**src/rtl/phead_pkg.sv**
```systemverilog
// Package: shared types for the printhead loader.
// Assumes nothing beyond standard SystemVerilog.
package phead_pkg;
    // Burst sequencer states
    typedef enum logic [1:0] {
        ST_IDLE = 2'd0,
        ST_LEAD = 2'd1,
        ST_RUN  = 2'd2
    } seq_state_t;
endpackage

```
**src/rtl/phead_buf.sv**
```systemverilog
// Word buffer: stores the lane nibble of each written byte.
// Writes are accepted only when wr_ok is high and the address is in range.
// The read is combinational, indexed by the sequencer.
module phead_buf #(
    parameter int WORDS  = 40,
    parameter int ADDR_W = 6,
    parameter int LANES  = 4,
    parameter int BYTE_W = 8,
    localparam int IDX_W = (WORDS > 1) ? $clog2(WORDS) : 1
) (
    input  logic              clk,
    input  logic              wr_en,
    input  logic              wr_ok,
    input  logic [ADDR_W-1:0] wr_addr,
    input  logic [BYTE_W-1:0] wr_data,
    input  logic [IDX_W-1:0]  rd_idx,
    output logic [LANES-1:0]  rd_word
);
    logic [LANES-1:0] mem [WORDS];
    logic             in_range;
    logic             unused_hi;

    // The upper byte bits carry nothing for the lanes
    assign unused_hi = ^wr_data[BYTE_W-1:LANES];
    // Range check on the incoming address
    assign in_range  = (32'(wr_addr) < WORDS);

    // Store the low nibble of the byte
    always_ff @(posedge clk) begin
        if (wr_en && wr_ok && in_range)
            mem[IDX_W'(wr_addr)] <= wr_data[LANES-1:0];
    end

    // Per-lane read-out
    for (genvar g = 0; g < LANES; g++) begin : g_lane
        assign rd_word[g] = mem[rd_idx][g];
    end
endmodule

```
**src/rtl/phead_phase.sv**
```systemverilog
// Shift clock phase counter: counts the system clocks inside one
// word period of DIV cycles. It flags the end of the high half and
// the end of the period. Assumes DIV is even and at least 2.
module phead_phase #(
    parameter int DIV = 4,
    localparam int HALF  = DIV / 2,
    localparam int CNT_W = (DIV > 1) ? $clog2(DIV) : 1
) (
    input  logic clk,
    input  logic rst_n,
    input  logic clear,
    input  logic run,
    output logic half_end,
    output logic per_end
);
    logic [CNT_W-1:0] cnt;

    assign half_end = run && (cnt == CNT_W'(HALF - 1));
    assign per_end  = run && (cnt == CNT_W'(DIV - 1));

    // Advance the phase, wrap at the end of each period
    always_ff @(posedge clk) begin
        if (!rst_n || clear || per_end)
            cnt <= '0;
        else if (run)
            cnt <= cnt + 1'b1;
    end
endmodule

```
**src/rtl/phead_seq.sv**
```systemverilog
// Burst sequencer: lead-in counting, word indexing, and the registered
// clock, lane, enable and done outputs. The lanes change only together
// with a high shift clock. Assumes LEAD >= 1 and WORDS >= 1.
module phead_seq
    import phead_pkg::*;
#(
    parameter int WORDS = 40,
    parameter int LEAD  = 3,
    parameter int LANES = 4,
    localparam int IDX_W  = (WORDS > 1) ? $clog2(WORDS) : 1,
    localparam int LEAD_W = $clog2(LEAD + 1)
) (
    input  logic             clk,
    input  logic             rst_n,
    input  logic             start,
    input  logic             half_end,
    input  logic             per_end,
    input  logic [LANES-1:0] rd_word,
    output logic [IDX_W-1:0] rd_idx,
    output logic             idle,
    output logic             run,
    output logic             run_enter,
    output logic             sclk,
    output logic [LANES-1:0] lanes,
    output logic             oe,
    output logic             done
);
    seq_state_t        state;
    logic [LEAD_W-1:0] lcnt;
    logic [IDX_W-1:0]  idx;
    logic              last_word;

    assign idle      = (state == ST_IDLE);
    assign run       = (state == ST_RUN);
    assign run_enter = (state == ST_LEAD) && (lcnt == LEAD_W'(LEAD - 1));
    assign last_word = (idx == IDX_W'(WORDS - 1));
    // Word to present next: first word on entry, else the following one
    assign rd_idx    = run_enter ? '0 : idx + 1'b1;

    // State, counters and output registers
    always_ff @(posedge clk) begin
        if (!rst_n) begin
            state <= ST_IDLE;
            lcnt  <= '0;
            idx   <= '0;
            sclk  <= 1'b1;
            lanes <= '0;
            oe    <= 1'b0;
            done  <= 1'b0;
        end else begin
            done <= 1'b0;
            unique case (state)
                ST_IDLE: begin
                    if (start) begin
                        state <= ST_LEAD;
                        lcnt  <= '0;
                        oe    <= 1'b1;
                    end
                end
                ST_LEAD: begin
                    lcnt <= lcnt + 1'b1;
                    if (run_enter) begin
                        state <= ST_RUN;
                        idx   <= '0;
                        lanes <= rd_word;
                        sclk  <= 1'b1;
                    end
                end
                ST_RUN: begin
                    if (half_end)
                        sclk <= 1'b0;
                    if (per_end) begin
                        sclk <= 1'b1;
                        if (last_word) begin
                            state <= ST_IDLE;
                            lanes <= '0;
                            oe    <= 1'b0;
                            done  <= 1'b1;
                        end else begin
                            idx   <= idx + 1'b1;
                            lanes <= rd_word;
                        end
                    end
                end
                default: state <= ST_IDLE;
            endcase
        end
    end
endmodule

```
**src/rtl/phead_loader.sv**
```systemverilog
// Top: four-lane printhead shift loader. It ties together the word
// buffer, the phase counter and the burst sequencer. Assumes DIV is even
// and >= 2, LEAD >= 1, and that WORDS fits in the write address space.
module phead_loader #(
    parameter int WORDS  = 40,
    parameter int DIV    = 4,
    parameter int LEAD   = 3,
    parameter int ADDR_W = 6,
    parameter int LANES  = 4,
    parameter int BYTE_W = 8,
    localparam int IDX_W = (WORDS > 1) ? $clog2(WORDS) : 1
) (
    input  logic              clk,
    input  logic              rst_n,
    input  logic              wr_en_i,
    input  logic [ADDR_W-1:0] wr_addr_i,
    input  logic [BYTE_W-1:0] wr_data_i,
    input  logic              start_i,
    output logic              sclk_o,
    output logic [LANES-1:0]  lanes_o,
    output logic              lanes_oe_o,
    output logic              done_o
);
    logic [IDX_W-1:0] rd_idx;
    logic [LANES-1:0] rd_word;
    logic idle, run, run_enter, half_end, per_end;

    phead_buf #(.WORDS(WORDS), .ADDR_W(ADDR_W), .LANES(LANES), .BYTE_W(BYTE_W)) u_buf (
        .clk(clk), .wr_en(wr_en_i), .wr_ok(idle), .wr_addr(wr_addr_i),
        .wr_data(wr_data_i), .rd_idx(rd_idx), .rd_word(rd_word)
    );

    phead_phase #(.DIV(DIV)) u_phase (
        .clk(clk), .rst_n(rst_n), .clear(run_enter), .run(run),
        .half_end(half_end), .per_end(per_end)
    );

    phead_seq #(.WORDS(WORDS), .LEAD(LEAD), .LANES(LANES)) u_seq (
        .clk(clk), .rst_n(rst_n), .start(start_i), .half_end(half_end),
        .per_end(per_end), .rd_word(rd_word), .rd_idx(rd_idx), .idle(idle),
        .run(run), .run_enter(run_enter), .sclk(sclk_o), .lanes(lanes_o),
        .oe(lanes_oe_o), .done(done_o)
    );
endmodule

```
**config.mk**
```make
export PLATFORM = sky130hd
export DESIGN_NAME = phead_loader
export DESIGN_NICKNAME = d
export VERILOG_FILES = /design/src/rtl/phead_pkg.sv /design/src/rtl/phead_buf.sv /design/src/rtl/phead_phase.sv /design/src/rtl/phead_seq.sv /design/src/rtl/phead_loader.sv
export SDC_FILE = /design/constraint.sdc
export NUM_CORES = 1
export LEC_CHECK = 0
export BUFFER_PORTS_ARGS = -buffer_cell sky130_fd_sc_hd__buf_4
export CORE_UTILIZATION = 50
export DETAILED_ROUTE_END_ITERATION = 7
export GPL_ROUTABILITY_DRIVEN = 0
export PLACE_DENSITY = 0.66
export SLEW_MARGIN = 20
export SYNTH_ARGS = -nofsm -noshare
export SYNTH_HDL_FRONTEND = slang
export SYNTH_SLANG_ARGS = --single-unit
```
**constraint.sdc**
```tcl
create_clock -name clk -period 3.49 [get_ports clk]
set_clock_uncertainty 0.15 [all_clocks]
set_input_delay 0.1745 -clock clk [delete_from_list [all_inputs] [get_ports clk]]
set_output_delay 0.1745 -clock clk [all_outputs]
set_load 0.05 [all_outputs]
```
# == After elaboration in Yosys (flattened, before gate mapping) ==
# Memories as Yosys holds them, arrays and structs flattened.
# Index checks and enable logic that the tools add are counted.
# word_totals
reg_bits,19
mem_bits_rw,160
input_bits,18
output_inout_bits,7
elab_cells,71
memories,1
# memory_table
memory,words,width,rd,rd_ports_with_merged_regs,wr,line_no,source
u_buf.mem,40,4,1,0,1,phead_buf.sv:19,logic [LANES-1:0] mem [WORDS];
# classes
n_addsub,3
order_cmp,1
eq_ne,12
mux,27
reduce_logical,19
# op_table
op,count
two-way mux 6 bit,4
two-way mux 4 bit,3
one-hot mux 6 bit (2 select lines),1
AND reduction 4 bit,3
two-way mux 2 bit,5
two-way mux 1 bit,9
AND reduction 3 bit,3
inequality test 2 bit (second input constant),4
one-hot mux 4 bit (2 select lines),1
adder 6 x 1 -> 6 bit (second input constant),1
equality test 2 bit (second input constant),3
equality test 6 bit (second input constant),1
less-than comparator 6 bit (second input constant),1
one-hot mux 2 bit (3 select lines),1
nonzero test 2 bit,3
logical AND 1 bit,5
adder 2 x 1 -> 2 bit (second input constant),2
equality test 2 x 1 -> 1 bit (second input constant),2
one-hot mux 1 bit (2 select lines),2
one-hot mux 2 bit (2 select lines),1
inequality test 3 bit (second input constant),1
zero test 2 bit,1
logical OR 1 bit,2
inequality test 2 x 1 -> 1 bit (second input constant),1
2 further kinds,2

# == Depth between registers and ports, before layout ==
# Gate-level depths: netlist of run 1.
# An unclocked memory read counts as a cell.
# logic_depth
word_depth,7
depth_mapped,11
ltp_nobuf,8

# == Hierarchy ==
# A second synthesis of run 1 with hierarchy kept.
# hier_totals
cells_unflattened,512
hier_area_um2,7676.1
# modules_own_cells
mod,instances,cells_per_inst,area_per_inst_um2
phead_buf,1,379,6612.6
phead_seq,1,119,935.9
phead_phase,1,14,127.6

# == Worst setup path after synthesis of run 1 ==
# OpenSTA, ideal clock, no wires.
# synth_timing
kind,reg-to-reg
from,reg u_seq.idx[2]
to,reg u_seq.lanes[1]
setup_time_ns,0.131
t_arrival_ns,1.988
required_time_ns,3.209
setup_slack_ns,1.221
stages_incl_launch_ff,8
path_buffers,2
synth_period_minus_slack_ns,2.269
path_cell_list,dfxtp_1 buf_6 and3_4 buf_8 mux2i_4 mux4_2 a2111oi_4 a221oi_2
# synth_between
elab_chain_len,6
# synth_lines
item,line_no,source
start: declaration,phead_seq.sv:30,logic [IDX_W-1:0] idx;
start signal: assignment,phead_seq.sv:80,idx <= idx + 1'b1;
adder 6 x 1 -> 6 bit,phead_seq.sv:38,assign rd_idx = run_enter ? '0 : idx + 1'b1;
two-way mux 6 bit,phead_seq.sv:38,
memory (40 x 4 bit),-,
two-way mux 4 bit,phead_seq.sv:74,if (last_word) begin
two-way mux 4 bit,phead_seq.sv:72,if (per_end) begin
one-hot mux 4 bit (2 select lines) (*),phead_seq.sv:52,unique case (state)
end signal: assignment,phead_seq.sv:65,lanes <= rd_word;
end signal: assignment,phead_seq.sv:81,lanes <= rd_word;
end: declaration,phead_seq.sv:24,"output logic [LANES-1:0] lanes,"
# Mark *: on every way between the ends. The rest lies on a longest branch, timed or not. The select of a mux whose other input is x is not followed.
# A chain may end at the register's enable or synchronous reset.

# == Worst setup path in the final report of run 1 ==
# layout_timing
from,reg u_seq.state[1]
to,reg u_seq.lanes[3]
# layout_between
elab_chain_len,7
# layout_lines
item,line_no,source
start: declaration,phead_seq.sv:28,seq_state_t state;
start signal: assignment,phead_seq.sv:43,state <= ST_IDLE;
start signal: assignment,phead_seq.sv:55,state <= ST_LEAD;
start signal: assignment,phead_seq.sv:63,state <= ST_RUN;
equality test 2 x 1 -> 1 bit,"phead_seq.sv:35, phead_seq.sv:52",
logical AND 1 bit,phead_seq.sv:35,assign run_enter = (state == ST_LEAD) && (lcnt == LEAD_W'(LEAD - 1));
two-way mux 6 bit,phead_seq.sv:38,
memory (40 x 4 bit),-,
two-way mux 4 bit,phead_seq.sv:74,
two-way mux 4 bit,phead_seq.sv:72,
one-hot mux 4 bit (2 select lines),phead_seq.sv:52,
# Parallel ways exist; a longest one is shown, timed or not. The select of a mux whose other input is x is not followed.

==> results.json, run 1 <==
{
  "ff2ff_setup_slack_ps": 470,
  "worst_slew_pin_slew_ps": 704,
  "synthArstFlopShare": 0,
  "ys_seq_area_frac": 0.652,
  "post-place-ws_ps": 538,
  "dieWidth_um": 128,
  "dr_wl_met2_mm": 8.63,
  "dr_wl_met3_mm": 1.63,
  "hold_slack_ps": 68.2,
  "max_freq_mhz": 331,
  "ys_ff_latch": 179,
  "endpoint_kind": "flip-flop",
  "fin_ws_ps": 466,
  "period_share": 0.866,
  "vias": 5098,
  "first_iter_violations": 516,
  "hpwl_mm": 12.1,
  "grt_pass1_wl_mm": 28.8,
  "die_h_um": 128,
  "reg2reg_depth": 9,
  "yosys.area.top_type": "edfxtp_1",
  "synth.cell_area_um2": 7960,
  "syn_avg_cell_area_um2": 13.5,
  "synth_top_family_by_area": "simple AND/OR/NAND/NOR gates",
  "cp.depth": 9,
  "io_pins": 25,
  "cts_tree": "done",
  "cts_sinks": 179,
  "antenna_left": 0,
  "post_cts_resized": 0,
  "grt_pass1_vias": 4939,
  "cts_inserted_buffers": 17,
  "yosysWarnings": 0,
  "ys_types": 74,
  "globalRouteTotalUtil": 0.245,
  "critical_path_required_ps": 3660,
  "start_util": 0.518,
  "yosysMostFrequentCell": "edfxtp_1",
  "slew_headroom": 0.528,
  "viasPerCell": 6.09,
  "rsz0062_at_grt": "false",
  "syn2layout_area_growth_pct": 11.9,
  "rows": 45,
  "drive_gt1_frac": 0.165,
  "clk_latency_ps": 420,
  "dieArea_um2": 16400,
  "outcome": "finished clean",
  "top_layer": "met4",
  "drc": 0,
  "worstSetupPathType": "reg -> reg",
  "post-cts-setup-buffers": 0,
  "grt_max_degree": 41,
  "critPathArrivalTime_ps": 3200,
  "final_hold_viol_count": 0,
  "wl_per_cell_um": 22.1,
  "synth_ff_type": "edfxtp_1",
  "syn_nets": 616,
  "totalNegativeSetupSlack_ps": 0,
  "synth_adder_area_share": 0.0110,
  "cp.buffers_inverters": 2,
  "path_delay_family": "compound AO/OA/AOI/OAI gates",
  "powerDensity_nw_per_um2": 516,
  "first_pass_iters": 7,
  "holdPathStages": 1,
  "worstSetupStartpointType": "flip-flop",
  "critPathSlowestCell": "and2_1",
  "postCtsHoldBufs": 1,
  "yosys.area_share.simple": 0.125,
  "synthXorXnorAreaFrac": 0.00645,
  "clk_pin_slew_worst_paths_ps": 70,
  "finalSetupViolations": 0,
  "layout_min_cycle_time_ps": 3020,
  "hp-class": "in -> reg",
  "diodes": 0,
  "synth_top_area_share": 0.604,
  "clk_path_buf_depth": 2,
  "cts-root-buf": "clkbuf_16",
  "grt_antenna_before_repair": 0,
  "synth_commonest_cells": "edfxtp_1, nor2_1, nand2_1",
  "synth_area_leaders": "edfxtp_1, dfxtp_1, nor2_1, mux4_2, mux2i_1",
  "met1_length_mm": 7.85,
  "synth.area.mux_share": 0.0730,
  "nNetsFinal": 638,
  "synth_edf_count": 160,
  "wl_mm": 18.5,
  "worstPathMaxFanout": 13,
  "coreArea_um2": 15400,
  "slew_viol_final": 0,
  "crit_chain": "inv_1 -> ha_1 -> and2_1 -> buf_4 -> nor3_1 -> o21ai_0 -> a311o_1 -> a31oi_1 -> o41ai_1",
  "max_stage_delay_ps": 630,
  "peakVddDrop_mv": 0.411,
  "io_buffers": 20,
  "gr-total-overflow": 0,
  "netlist_instances": 591,
  "cts_max_level": 4,
  "cap_viol_max_count": 0,
  "power.leakage_nw": 2.88,
  "synth_compound_area_frac": 0.100
}
logic make-up (layout without fill, tap and decap cells):
family | Yosys count | count (layout)
multiplexers | 42 | 42
flip-flops | 179 | 179
adder cells (fa/ha/maj) | 7 | 7
AND/OR/NAND/NOR | 204 | 204
buffers and inverters | 43 | 78
AO/OA/AOI/OAI | 111 | 111
XOR/XNOR | 5 | 5
registers in the layout, indices dropped and copies added, names as in the netlist:
name,flops
u_seq.state,2
u_buf.mem,160
u_phase.cnt,2
u_seq.done,1
u_seq.sclk,1
u_seq.lanes,4
u_seq.idx,6
u_seq.lcnt,2
u_seq.oe,1
cell type report:
type,instances,area (um^2)
inverter,9,33.8
sequential,179,5190
multi-input combinational,369,2510
fill,1232,6470
timing repair buffer,37,280
clock inverter,14,198
tap,211,264
clock buffer,18,429
power by group:
part	internal (W)	switching, W	leakage, nW
sequential	0.00235	0.0000105	1.59
combinational	0.0000604	0.000152	0.985
clock	0.00121	0.000813	0.304
through the flow:
stage	instances	total power, W	utilization	instance area [um^2]
floorplan	591	0.00252	-	7960
global placement	804	0.00261	0.538	8270
detailed placement	804	0.00261	0.538	8270
CTS	837	0.00462	0.579	8900
global route	837	0.00472	0.579	8900
finish	837	0.00459	0.579	8900
layer usage:
| layer | up-vias | track usage |
|---|---|---|
| met5 | - | 0 |
| met4 | 0 | 0.102 |
| met3 | 35 | 0.0551 |
| met2 | 248 | 0.378 |
| met1 | 2502 | 0.335 |
| li1 | 2313 | - |
path summary, 6_finish.rpt:
| path | start | endpoint |
|---|---|---|
| min reg2reg | u_seq.sclk | u_seq.sclk |
| max reg2reg | u_seq.state[1] | u_seq.lanes[3] |
| min | wr_data_i[3] | u_buf.mem[38][3] |
| max | u_seq.state[1] | u_seq.lanes[3] |
cell usage in the layout, fill, tap and decap left out, drive strengths merged, types with 4 or more instances in the layout:
cell type and n:
edfxtp 160, nor2 66, nand2 49, buf 36
o21ai 23, mux2i 23, a21oi 19, dfxtp 19
clkbuf 18, nand3 16, inv 13, nor3 11
nand2b 11, mux4 11, o22ai 10, and2 10
a221oi 10, nand4 9, a31oi 8, mux2 8
ha 7, and3 6, or3 5, nor2b 5
clkinv 5, a21o 4, o22a 4, bufinv 4
Power figures use the tool's default switching activity.
==> run 2: changes to the inputs <==
==> constraint.sdc (replaced) <==
create_clock -name clk -period 3 [get_ports clk]
set_clock_uncertainty 0.15 [all_clocks]
set_input_delay 0.15 -clock clk [delete_from_list [all_inputs] [get_ports clk]]
set_output_delay 0.15 -clock clk [all_outputs]
set_load 0.05 [all_outputs]
==> run 2 against run 1 <==
  * Sequential share of layout area decreased by 0.32 points
  * Clock power increased by 12%
  * Design area increased by 0.55%
  * Combinational power increased by 25%
  * Worst hold slack got worse by 52 ps
  * Non-clock buffer count increased by 6
  * Critical endpoint unchanged
  * Largest cell class unchanged
  * Largest power group unchanged
  * Highest routed layer unchanged
==> results.json, run 2 (synthesis gave the netlist of run 1 again) <==
{
  "drive_gt1_frac": 0.176,
  "peakVddDrop_mv": 0.583,
  "worstSetupStartpointType": "flip-flop",
  "ff2ff_setup_slack_ps": 190,
  "grt_pass1_wl_mm": 29.5,
  "final_hold_viol_count": 0,
  "viasPerCell": 6.04,
  "critPathArrivalTime_ps": 2990,
  "cp.buffers_inverters": 0,
  "clk_latency_ps": 450,
  "syn2layout_area_growth_pct": 12.5,
  "reg.largest.list": "u_buf.mem (160), u_seq.idx (6), u_seq.lanes (4)",
  "finalSetupViolations": 0,
  "vias": 5094,
  "cts-root-buf": "clkbuf_16",
  "wl_per_cell_um": 22.5,
  "largest_register_ffs": 160,
  "critPathSlowestCell": "a2111oi_1",
  "slew_headroom": 0.537,
  "hpwl_mm": 12.5,
  "worstSetupPathType": "reg -> reg",
  "dieWidth_um": 128,
  "hold_path.startpoint": "wr_data_i[3]",
  "critPathLaunch": "u_seq.idx[0]",
  "layout_min_cycle_time_ps": 2810,
  "globalRouteTotalUtil": 0.250,
  "start_util": 0.518,
  "r2r_end": "u_seq.lanes[3]",
  "crit_chain": "ha_1 -> nand3_1 -> a2111oi_1 -> or4_4 -> nand2_1 -> nor4b_1 -> o41ai_1",
  "first_iter_violations": 530,
  "cts_tree": "done",
  "first_pass_iters": 5,
  "grt_max_degree": 41,
  "io_buffers": 20,
  "powerDensity_nw_per_um2": 590,
  "coreArea_um2": 15400,
  "diodes": 0,
  "gr-total-overflow": 0,
  "endpoint_kind": "flip-flop",
  "outcome": "finished clean",
  "cts_sinks": 179,
  "clk_path_buf_depth": 2,
  "grt_antenna_before_repair": 0,
  "io_pins": 25,
  "final_cell_mix": "edfxtp_1, nor2_1, nand2_1",
  "path_delay_family": "simple AND/OR/NAND/NOR gates",
  "grt_pass1_vias": 5117,
  "antenna_left": 0,
  "holdPathStages": 1,
  "period_share": 0.936,
  "rsz0062_at_grt": "false",
  "top_register": "u_buf.mem",
  "nNetsFinal": 644,
  "clk_pin_slew_worst_paths_ps": 80,
  "die_h_um": 128,
  "placed_area_um2": 8320,
  "totalNegativeSetupSlack_ps": 0,
  "final_common_cell": "edfxtp_1",
  "dieArea_um2": 16400,
  "worstPathMaxFanout": 13,
  "max_stage_delay_ps": 580,
  "power_w": 0.00528,
  "cts_inserted_buffers": 17,
  "cap_viol_max_count": 0,
  "rr_startpoint": "u_seq.idx[0]",
  "drc": 0,
  "post-cts-setup-buffers": 0,
  "reg2reg_depth": 7,
  "rows": 45,
  "critical_path_required_ps": 3180,
  "hp-class": "in -> reg",
  "worst_slew_pin_slew_ps": 695,
  "max_freq_mhz": 356,
  "holdPathEnd": "u_buf.mem[35][3]",
  "design_area_um2": 8950,
  "power.leakage_nw": 2.91,
  "slew_viol_final": 0,
  "wl_mm": 18.9,
  "hold_slack_ps": 16.0,
  "cts_max_level": 4
}
[run 2: timing repair]
action / in CTS / in global routing
resized for setup: 0 / 1
endpoints found under the hold margin: 17 / 0
hold buffers: 1 / 0
endpoints found under the setup margin: 0 / 1
[run 2: worst max path at each step]
stage,endpoint,slack [ps],depth (start not counted)
after floorplan,u_seq.lanes[1],730,7
after global placement,u_seq.lanes[3],320,8
after detailed placement,u_seq.lanes[3],140,7
after CTS,u_seq.lanes[3],150,7
after global routing,u_seq.lanes[3],40,7
final,u_seq.lanes[3],190,7
[run 2: area by class of cell]
type,count,area [um^2]
fill,1201,6420
sequential,179,5190
multi-input combinational,369,2510
clock buffer,17,425
timing repair buffer,43,338
tap,211,264
clock inverter,15,191
inverter,9,33.8
[run 2: per-stage QoR]
stage / utilization / worst slack, ps / std cells
floorplan: - / 731 / 591
global placement: 0.541 / 316 / 810
detailed placement: 0.541 / 144 / 810
CTS: 0.582 / 146 / 843
global route: 0.582 / 42.3 / 843
finish: 0.582 / 191 / 843
[run 2: report_power, final]
| group | internal [W] | switching [W] |
|---|---|---|
| Sequential | 0.00273 | 0.0000125 |
| Combinational | 0.0000791 | 0.000188 |
| Clock | 0.00120 | 0.00107 |
| Total | 0.00401 | 0.00127 |
[run 2: per-layer routing]
layer  track usage  vias up  routed length, um
met5             0        -                  0
met3        0.0676       27               1490
met1         0.337     2540               7990
met2         0.394      205               9170
met4        0.0865        0                282
li1              -     2322                  -
==> run 3: changes to the inputs <==
--- a/config.mk
+++ b/config.mk
@@ -6,11 +6,11 @@
 export NUM_CORES = 1
 export LEC_CHECK = 0
 export BUFFER_PORTS_ARGS = -buffer_cell sky130_fd_sc_hd__buf_4
-export CORE_UTILIZATION = 50
+export CORE_UTILIZATION = 55
 export DETAILED_ROUTE_END_ITERATION = 7
 export GPL_ROUTABILITY_DRIVEN = 0
-export PLACE_DENSITY = 0.66
-export SLEW_MARGIN = 20
+export PLACE_DENSITY = 0.72
+export SLEW_MARGIN = 40
 export SYNTH_ARGS = -nofsm -noshare
 export SYNTH_HDL_FRONTEND = slang
 export SYNTH_SLANG_ARGS = --single-unit
==> run 3 against run 2 <==
  * Final cell count down 3.9%
  * Count of clock-buffer cells in the layout unchanged
  * Sequential cell count unchanged
  * Power down 0.44%
  * Highest routed layer unchanged
==> results.json, run 3 (synthesis gave the netlist of run 1 again) <==
{
  "outcome": "finished clean",
  "io_buffers": 20,
  "worst_slew_pin_slew_ps": 725,
  "drc": 0,
  "syn2layout_area_growth_pct": 11.6,
  "final_common_cell": "edfxtp_1",
  "seq_area_um2": 5190,
  "globalRouteTotalUtil": 0.274,
  "largest_register_ffs": 160,
  "drive_gt1_frac": 0.175,
  "clk_path_buf_depth": 2,
  "endpoint_kind": "flip-flop",
  "worstSetupPathType": "reg -> reg",
  "cts_sinks": 179,
  "die_h_um": 122,
  "gr-total-overflow": 0,
  "io_pins": 25,
  "power.leakage_nw": 2.89,
  "start_util": 0.569,
  "layout_min_cycle_time_ps": 2750,
  "viasPerCell": 6.47,
  "vias": 5242,
  "powerDensity_nw_per_um2": 592,
  "grt_pass1_vias": 5096,
  "crit_chain": "inv_1 -> ha_1 -> nand2_1 -> nor2b_1 -> nand4b_1 -> nor2_1",
  "nNetsFinal": 643,
  "clk_latency_ps": 440,
  "grt_pass1_wl_mm": 29.0,
  "max_freq_mhz": 363,
  "critical_path_required_ps": 2940,
  "fill_cells": 1015,
  "worstPathMaxFanout": 7,
  "max_stage_delay_ps": 500,
  "antenna_left": 0,
  "multi_input_comb_area_um2": 2510,
  "peakVddDrop_mv": 0.414,
  "critPathSlowestCell": "nor2_1",
  "diodes": 0,
  "post-cts-setup-buffers": 0,
  "finalSetupViolations": 0,
  "cts_max_level": 4,
  "slew_headroom": 0.515,
  "hp-class": "in -> reg",
  "hpwl_mm": 12.6,
  "cts_tree": "done",
  "cts-root-buf": "clkbuf_16",
  "dieWidth_um": 122,
  "rsz0062_at_grt": "false",
  "rows": 43,
  "cts_inserted_buffers": 17,
  "top_register": "u_buf.mem",
  "final_cell_mix": "edfxtp_1, nor2_1, nand2_1",
  "cp.buffers_inverters": 1,
  "final_hold_viol_count": 0,
  "dieArea_um2": 15000,
  "grt_antenna_before_repair": 0,
  "clk_pin_slew_worst_paths_ps": 70,
  "totalNegativeSetupSlack_ps": 0,
  "wl_per_cell_um": 23.5,
  "first_pass_iters": 5,
  "wl_mm": 19.0,
  "reg.largest.list": "u_buf.mem (160), u_seq.idx (6), u_seq.lanes (4)",
  "period_share": 0.917,
  "final_util": 0.635,
  "coreArea_um2": 14000,
  "slew_viol_final": 0,
  "first_iter_violations": 644,
  "critPathArrivalTime_ps": 2690,
  "worstSetupStartpointType": "flip-flop",
  "cap_viol_max_count": 0,
  "grt_max_degree": 41,
  "path_delay_family": "simple AND/OR/NAND/NOR gates"
}
## run 3: cell types whose count changed in the layout (fill, tap and decap cells not counted), sizes merged
| cell | delta |
|---|---|
| inv | +2 |
| buf | -1 |
| bufinv | +1 |
| clkinvlp | +4 |
| clkinv | -8 |
## run 3: worst register-to-register path, stage by stage (launching register included)
cell      delay [ps]
dfxtp_1          330
inv_1             80
ha_1             410
nand2_1          280
nor2b_1          230
nand4b_1         420
nor2_1           500
## run 3: per-layer routing
metal | track usage | vias up | part of all wire | wire length (um)
li1 | - | 2317 | - | -
met4 | 0.110 | 0 | 0.027 | 521
met2 | 0.417 | 307 | 0.47 | 8880
met5 | 0 | - | 0 | 0
met3 | 0.0818 | 45 | 0.096 | 1830
met1 | 0.369 | 2573 | 0.41 | 7810
## run 3: path summary, 6_finish.rpt
check / endpoint / startpoint / slack [ps] / depth (start not counted)
max reg2reg: u_buf.mem[19][0] / u_seq.state[0] / 250 / 6
max: u_buf.mem[19][0] / u_seq.state[0] / 250 / 6
min reg2reg: u_seq.sclk / u_seq.sclk / 330 / 2
min: u_buf.mem[27][1] / wr_data_i[1] / 30 / 1
## run 3: stage by stage
stage | std cells | worst slack, ps | power (W) | hold WS [ps] | area [um^2]
after floorplan | 591 | 731 | 0.00293 | 98.9 | 7960
after global placement | 778 | 347 | 0.00304 | 289 | 8280
after detailed placement | 778 | 285 | 0.00305 | 294 | 8280
after CTS | 810 | 269 | 0.00527 | 21.3 | 8880
after global routing | 810 | 115 | 0.00539 | 28.1 | 8880
final | 810 | 249 | 0.00526 | 34.6 | 8880
## run 3: power by group
group	internal [W]	switching (W)
Combinational	0.0000741	0.000180
Clock	0.00125	0.00101
Sequential	0.00273	0.0000122
## run 3: final cells by class
type                            instances  area share
Multi-Input combinational cell        369       0.283
Clock inverter                         14      0.0192
Sequential cell                       179       0.584
Tap cell                              180      0.0254
Inverter                                9     0.00380
Timing Repair Buffer                   42      0.0372
Clock buffer                           17      0.0479
## run 3: what timing repair did
| action | in CTS | in global routing |
|---|---|---|
| hold endpoints to repair | 17 | 0 |
| resized for setup | 0 | 1 |
| setup endpoints to repair | 0 | 1 |
| hold buffers | 1 | 0 |
